==> config.mk <==
export PLATFORM = sky130hd
export DESIGN_NAME = warp_prio_sched
export DESIGN_NICKNAME = d
export VERILOG_FILES = /design/src/rtl/warp_sched_pkg.sv /design/src/rtl/warp_rr_pick.sv /design/src/rtl/warp_prio_group.sv /design/src/rtl/warp_wait_fifo.sv /design/src/rtl/warp_prio_sched.sv
export SDC_FILE = /design/constraint.sdc
export NUM_CORES = 1
export LEC_CHECK = 0
export BUFFER_PORTS_ARGS = -buffer_cell sky130_fd_sc_hd__buf_4
export CORE_MARGIN = 2
export CORE_UTILIZATION = 51
export DETAILED_ROUTE_END_ITERATION = 8
export PLACE_DENSITY_LB_ADDON = 0.05
export SYNTH_ARGS = -nofsm -noshare
export SYNTH_HDL_FRONTEND = slang
export SYNTH_HIERARCHICAL = 1
export SYNTH_SLANG_ARGS = --single-unit
==> constraint.sdc <==
create_clock -name clk -period 10.3 [get_ports clk]
set_clock_uncertainty 0.2 [all_clocks]
set_input_delay 1.545 -clock clk [delete_from_list [all_inputs] [get_ports clk]]
set_output_delay 1.545 -clock clk [all_outputs]
set_load 0.1 [all_outputs]
==> src/rtl/warp_sched_pkg.sv <==
package warp_sched_pkg;

  // Issue class of a warp; also indexes the per-class rotation pointers.
  typedef enum logic [0:0] {
    CLS_NORM = 1'b0,
    CLS_HIGH = 1'b1
  } prio_class_e;

  localparam int NUM_CLASSES = 2;

endpackage

==> src/rtl/warp_rr_pick.sv <==
// Round-robin picker: first requesting index at or above ptr, wrapping.
module warp_rr_pick #(
  parameter int N = 8,
  localparam int IW = (N > 1) ? $clog2(N) : 1
) (
  input  logic [N-1:0]  req,
  input  logic [IW-1:0] ptr,
  output logic          hit,
  output logic [IW-1:0] idx
);

  always_comb begin
    hit = 1'b0;
    idx = '0;
    // Descending scan so the smallest offset from ptr is the last assignment.
    for (int i = N - 1; i >= 0; i--) begin
      if (req[(int'(ptr) + i) % N]) begin
        hit = 1'b1;
        idx = IW'((int'(ptr) + i) % N);
      end
    end
  end

endmodule

==> src/rtl/warp_prio_group.sv <==
// High-priority membership bits with a lock that makes the group persistent.
module warp_prio_group #(
  parameter int N         = 8,
  parameter int MAX_GROUP = 4
) (
  input  logic         clk,
  input  logic         rst,
  input  logic         set_i,
  input  logic [N-1:0] mask_i,
  input  logic         clr_i,
  output logic [N-1:0] prio_o
);

  logic [N-1:0] prio_q;
  logic         lock_q;
  logic [N-1:0] kept;

  // Keep only the MAX_GROUP lowest-numbered requested warps.
  always_comb begin
    int taken;
    taken = 0;
    kept  = '0;
    for (int i = 0; i < N; i++) begin
      if (mask_i[i] && taken < MAX_GROUP) begin
        kept[i] = 1'b1;
        taken   = taken + 1;
      end
    end
  end

  always_ff @(posedge clk) begin
    if (rst) begin
      prio_q <= '0;
      lock_q <= 1'b0;
    end else if (clr_i) begin
      prio_q <= '0;
      lock_q <= 1'b0;
    end else if (set_i && !lock_q) begin
      prio_q <= kept;
      lock_q <= 1'b1;
    end
  end

  assign prio_o = prio_q;

  a_r3_group_limit: assert property (@(posedge clk) disable iff (rst)
    $countones(prio_q) <= MAX_GROUP);

  a_r6_locked_hold: assert property (@(posedge clk) disable iff (rst)
    (lock_q && set_i && !clr_i) |=> $stable(prio_q));

  a_r5_clear_empties: assert property (@(posedge clk) disable iff (rst)
    clr_i |=> (prio_q == '0 && !lock_q));

endmodule

==> src/rtl/warp_wait_fifo.sv <==
// FIFO of waiting warps. Completions are credited to the head entry only.
module warp_wait_fifo #(
  parameter int N     = 8,
  parameter int REQ_W = 3,
  localparam int IW   = (N > 1) ? $clog2(N) : 1,
  localparam int CW   = $clog2(N + 1)
) (
  input  logic             clk,
  input  logic             rst,
  input  logic             push_i,
  input  logic [IW-1:0]    push_id_i,
  input  logic [REQ_W-1:0] push_reqs_i,
  input  logic             done_i,
  output logic             pop_o,
  output logic [IW-1:0]    head_id_o
);

  logic [IW-1:0]    id_mem  [N];
  logic [REQ_W-1:0] req_mem [N];
  logic [IW-1:0]    rd_q, wr_q;
  logic [CW-1:0]    count_q;
  logic [REQ_W-1:0] served_q;
  logic             credit;

  function automatic logic [IW-1:0] wrap_inc(input logic [IW-1:0] p);
    return (p == IW'(N - 1)) ? '0 : p + 1'b1;
  endfunction

  // Storage without reset so it maps onto RAM.
  always_ff @(posedge clk) begin
    if (push_i) begin
      id_mem[wr_q]  <= push_id_i;
      req_mem[wr_q] <= (push_reqs_i == '0) ? REQ_W'(1) : push_reqs_i;
    end
  end

  assign credit    = done_i && (count_q != '0);
  assign pop_o     = credit && ((served_q + REQ_W'(1)) == req_mem[rd_q]);
  assign head_id_o = id_mem[rd_q];

  always_ff @(posedge clk) begin
    if (rst) begin
      rd_q     <= '0;
      wr_q     <= '0;
      count_q  <= '0;
      served_q <= '0;
    end else begin
      if (credit)
        served_q <= pop_o ? '0 : served_q + REQ_W'(1);
      if (pop_o)
        rd_q <= wrap_inc(rd_q);
      if (push_i)
        wr_q <= wrap_inc(wr_q);
      case ({push_i, pop_o})
        2'b10:   count_q <= count_q + 1'b1;
        2'b01:   count_q <= count_q - 1'b1;
        default: count_q <= count_q;
      endcase
    end
  end

  a_r7_no_overflow: assert property (@(posedge clk) disable iff (rst)
    push_i |-> (count_q < CW'(N)));

  a_r8_head_credit_bound: assert property (@(posedge clk) disable iff (rst)
    (count_q != '0) |-> (served_q < req_mem[rd_q]));

endmodule

==> src/rtl/warp_prio_sched.sv <==
module warp_prio_sched
  import warp_sched_pkg::*;
#(
  parameter int NUM_WARPS = 8,
  parameter int MAX_GROUP = 4,
  parameter int REQ_W     = 3,
  localparam int IW       = (NUM_WARPS > 1) ? $clog2(NUM_WARPS) : 1
) (
  input  logic                 clk,
  input  logic                 rst,
  input  logic [NUM_WARPS-1:0] warp_ready_i,
  input  logic                 stall_valid_i,
  input  logic [IW-1:0]        stall_warp_i,
  input  logic [REQ_W-1:0]     stall_reqs_i,
  input  logic                 mem_done_i,
  input  logic                 prio_set_i,
  input  logic [NUM_WARPS-1:0] prio_mask_i,
  input  logic                 prio_clr_i,
  output logic                 grant_valid_o,
  output logic [IW-1:0]        grant_warp_o
);

  logic [NUM_WARPS-1:0] rdy_q, wt_q, rdy_n, wt_n;
  logic [NUM_WARPS-1:0] prio_w;
  logic [NUM_WARPS-1:0] cand [NUM_CLASSES];
  logic [IW-1:0]        ptr_q [NUM_CLASSES];
  logic [IW-1:0]        pick_idx [NUM_CLASSES];
  logic [NUM_CLASSES-1:0] hit;
  prio_class_e          sel_cls;
  logic                 sel_hit;
  logic [IW-1:0]        sel_idx;
  logic                 stall_acc;
  logic                 pop_w;
  logic [IW-1:0]        head_w;

  warp_prio_group #(.N(NUM_WARPS), .MAX_GROUP(MAX_GROUP)) u_group (
    .clk    (clk),
    .rst    (rst),
    .set_i  (prio_set_i),
    .mask_i (prio_mask_i),
    .clr_i  (prio_clr_i),
    .prio_o (prio_w)
  );

  assign cand[int'(CLS_NORM)] = rdy_q & ~prio_w;
  assign cand[int'(CLS_HIGH)] = rdy_q & prio_w;

  for (genvar c = 0; c < NUM_CLASSES; c++) begin : g_pick
    warp_rr_pick #(.N(NUM_WARPS)) u_pick (
      .req (cand[c]),
      .ptr (ptr_q[c]),
      .hit (hit[c]),
      .idx (pick_idx[c])
    );
  end

  assign sel_cls = hit[int'(CLS_HIGH)] ? CLS_HIGH : CLS_NORM;
  assign sel_hit = |hit;
  assign sel_idx = pick_idx[int'(sel_cls)];

  // Stall wins over a same-cycle ready pulse; waiting warps cannot stall again.
  assign stall_acc = stall_valid_i && !wt_q[stall_warp_i] &&
                     (rdy_q[stall_warp_i] || warp_ready_i[stall_warp_i]);

  warp_wait_fifo #(.N(NUM_WARPS), .REQ_W(REQ_W)) u_wait (
    .clk         (clk),
    .rst         (rst),
    .push_i      (stall_acc),
    .push_id_i   (stall_warp_i),
    .push_reqs_i (stall_reqs_i),
    .done_i      (mem_done_i),
    .pop_o       (pop_w),
    .head_id_o   (head_w)
  );

  always_comb begin
    rdy_n = rdy_q | (warp_ready_i & ~wt_q);
    wt_n  = wt_q;
    if (stall_acc) begin
      rdy_n[stall_warp_i] = 1'b0;
      wt_n[stall_warp_i]  = 1'b1;
    end
    if (pop_w) begin
      rdy_n[head_w] = 1'b1;
      wt_n[head_w]  = 1'b0;
    end
  end

  always_ff @(posedge clk) begin
    if (rst) begin
      rdy_q         <= '0;
      wt_q          <= '0;
      grant_valid_o <= 1'b0;
      grant_warp_o  <= '0;
      for (int c = 0; c < NUM_CLASSES; c++) ptr_q[c] <= '0;
    end else begin
      rdy_q         <= rdy_n;
      wt_q          <= wt_n;
      grant_valid_o <= sel_hit;
      grant_warp_o  <= sel_idx;
      if (sel_hit)
        ptr_q[int'(sel_cls)] <= (sel_idx == IW'(NUM_WARPS - 1)) ? '0 : sel_idx + 1'b1;
    end
  end

  a_r1_pick_is_ready: assert property (@(posedge clk) disable iff (rst)
    sel_hit |-> rdy_q[sel_idx]);

  a_r1_grant_follows: assert property (@(posedge clk) disable iff (rst)
    (|rdy_q) |=> grant_valid_o);

  a_r4_high_first: assert property (@(posedge clk) disable iff (rst)
    (|(rdy_q & prio_w)) |-> prio_w[sel_idx]);

  a_r7_ready_wait_disjoint: assert property (@(posedge clk) disable iff (rst)
    (rdy_q & wt_q) == '0);

endmodule

==> run metrics <==
die height 118 µm; drt drc 0; Min-Delay Path Class flip-flop to flip-flop; post-route ant nets 0; Ant. Diodes 0; most common cell in the netlist nor2_1; post_cts resized 0; DR vias 4819; worst r2r src ptr_q[1][1]$_SDFFCE_PN0P_; highest clock rate 224 MHz; Tightest Pin Transition 0.942 ns; FF-to-FF End ptr_q[0][2]$_SDFFCE_PN0P_; clock slew at reported path FFs 0.08 ns; Hold Buf Count CTS 0; CTS root buf clkbuf_16; layout cells sized above 1 16.9%; largest net degree at the start of global routing 45; status completed; hold_sp u_group/lock_q$_SDFFE_PP0P_; most used cell, CP ha_1; R2R depth 12; crit path DAT 4.37 ns; initial antenna violation count 0; Hold EP u_group/lock_q$_SDFFE_PP0P_; synth top area cells edfxtp_1, dfxtp_1, mux4_1; Crit path largest cell delay 0.73 ns; final hold vios 0; Num Clock Sinks 99; Layout Nets 672; Final Wtd Congestion 0.896; Final min period 4.46 ns; Hold Path Stages 2; core outline area 0.0127 mm²; Initial DRT Pass Iterations 5; CP Class flip-flop to flip-flop; Avg Cell Area, Syn 10.9 µm²; crit start category flip-flop; TNS Setup 0 ns; Yosys top cell area share 24.4%; DRT iter0 DRCs 352; DRT Wirelength 14300 µm; asr flop ratio synth 0%; GR Overflow Total 0; worst ir drop on vdd 0.0000926 V; P&R area growth vs syn 8.06%; clock tree buffer depth 2; crit-path leading delay family multiplexers; Std-Cell Rows 41; # port buffers 31; buffers and inverters on the worst path 1; die area 0.0140 mm²; number of synthesized flops with an enable pin 54; Vias/cell 6.02; Reg2Reg Setup Slack 5.84 ns; drt wl/cell 17.9 µm; Clock Latency Late Sink 0.36 ns; P per Cell Area 191 mW/mm²; starting density of the core 52.4%; Required @ worst endpoint 10.22 ns; Max Slew Vio Count 0; setup violators final 0; Mapped Nets 658; num ports 32; Post-synth top cells nor2_1, edfxtp_1, dfxtp_1, nand2_1, mux2i_1; CP cell instances inv_1 > ha_1 > mux4_1 > mux2_4 > o21ai_2 > a31oi_1 > o21bai_1 > mux2_1 > mux2_2 > ha_1 > ha_1 > and3_1; synthesized area 0.00664 mm²; CP Max Fanout 15; Die Width 118 µm; Static Leak 0.00263 µW; Synth Warn # 6; post-CTS setup repair buffer count 0; Main synth FF type edfxtp_1; Synth Register Bits 99; Max Cap Viol 0; slowest library cell on the worst path edfxtp_1; post-synth cell types 82; dpl hpwl 10500 µm; Max transition margin 36.4%; Gate Count Post-Synth 609; Tcrit/Tclk final 43.3%; total power 1370 µW; crit end category flip-flop; global-route wire length before repair 23600 µm; largest area contributor in the netlist edfxtp_1; unrepaired setup endpoints after global routing no; H-Tree Depth 3; Seq/Total Area, Yosys 38.0%; CTS buffer count 9; CTS tree yes; vias in the first global route 4604; gr usage total 21.2%
-- per-layer routing --
| metal | track usage (%) | up-vias | routed length [µm] |
|---|---|---|---|
| met5 | 0 | - | 0 |
| met4 | 5.42 | 0 | 177 |
| met3 | 3.39 | 13 | 466 |
| met2 | 36.6 | 100 | 7120 |
| met1 | 27.7 | 2362 | 6570 |
| li1 | - | 2344 | - |
-- stage by stage --
step	util [%]	instance area (µm²)	setup slack [ns]	hold WS, ns	std cells
2_1_floorplan	-	6640	6.05	0.245	609
3_3_place_gp	54.2	6870	5.82	0.266	784
3_5_place_dp	54.2	6870	5.76	0.288	784
4_1_cts	56.6	7180	5.82	0.298	800
5_1_grt	56.6	7180	5.58	0.321	800
6_report	56.6	7180	5.84	0.292	800
-- layout by cell type (no fill, tap or decap), types with 6 or more instances in the layout --
cell type / instances
mux4_1: 17
edfxtp_1: 54
mux2_2: 14
o21ai_0: 8
and2_1: 12
mux4_2: 12
a21oi_1: 30
nand2_1: 42
clkbuf_16: 9
nor3_1: 16
buf_4: 34
inv_1: 19
a31oi_1: 6
nor2b_1: 26
xor2_1: 12
nor2_1: 56
dfxtp_1: 45
o21ai_1: 6
mux2i_1: 36
nand3_1: 10
ha_1: 21
nand2b_1: 12
-- worst max path at each step --
stage | end | slack (ns) | cells after the start | startpoint
floorplan | u_group/prio_o[7]$_SDFFE_PP0P_ | 6.05 | 15 | prio_mask_i[0]
global placement | u_group/prio_o[7]$_SDFFE_PP0P_ | 5.82 | 15 | prio_mask_i[0]
detailed placement | u_wait/count_q[2]$_SDFFE_PP0P_ | 5.76 | 13 | stall_warp_i[2]
CTS | ptr_q[0][2]$_SDFFCE_PN0P_ | 5.82 | 12 | ptr_q[1][1]$_SDFFCE_PN0P_
global route | ptr_q[0][2]$_SDFFCE_PN0P_ | 5.58 | 12 | ptr_q[1][1]$_SDFFCE_PN0P_
finish | ptr_q[0][2]$_SDFFCE_PN0P_ | 5.84 | 12 | ptr_q[1][1]$_SDFFCE_PN0P_
-- cell type report --
type,instances,area (µm²)
flip-flops and latches,99,2520
repair buffers,34,255
multi-input cells,459,3800
well taps,172,215
clock inverters,7,83.8
inverters,20,75.1
clock buffers,9,225
fillers,1106,5490
-- cells by family after synthesis --
family / synth area share (%)
AO/OA/AOI/OAI: 13.4
buffers and inverters: 4.80
multiplexers: 19.7
adder cells (fa/ha/maj): 3.96
AND/OR/NAND/NOR: 17.6
XOR/XNOR: 2.49
flip-flops: 38.0
-- state kept, by name (all words and copies together) (netlist names), named ones only --
signal           count
u_wait/id_mem       24
u_wait/req_mem      24
rdy_q                8
u_group/prio_o       8
wt_q                 8
ptr_q                6
u_wait/count_q       4
grant_warp_o         3
u_wait/rd_q          3
u_wait/served_q      3
u_wait/wr_q          3
grant_valid_o        1
u_group/lock_q       1
-- where the power goes --
part	switching [µW]	total, µW	internal [µW]
registers	52.8	501	448
logic	284	529	244
clock network	168	342	174
total	505	1370	867
-- worst reg2reg max path, stage by stage, from the launching register on --
cell and delay [ns]:
edfxtp_1 0.73, inv_1 0.27, ha_1 0.54, mux4_1 0.47, mux2_4 0.34, o21ai_2 0.14
a31oi_1 0.09, o21bai_1 0.14, mux2_1 0.36, mux2_2 0.28, ha_1 0.21, ha_1 0.28
and3_1 0.17
(Power assumes the default switching activity.)
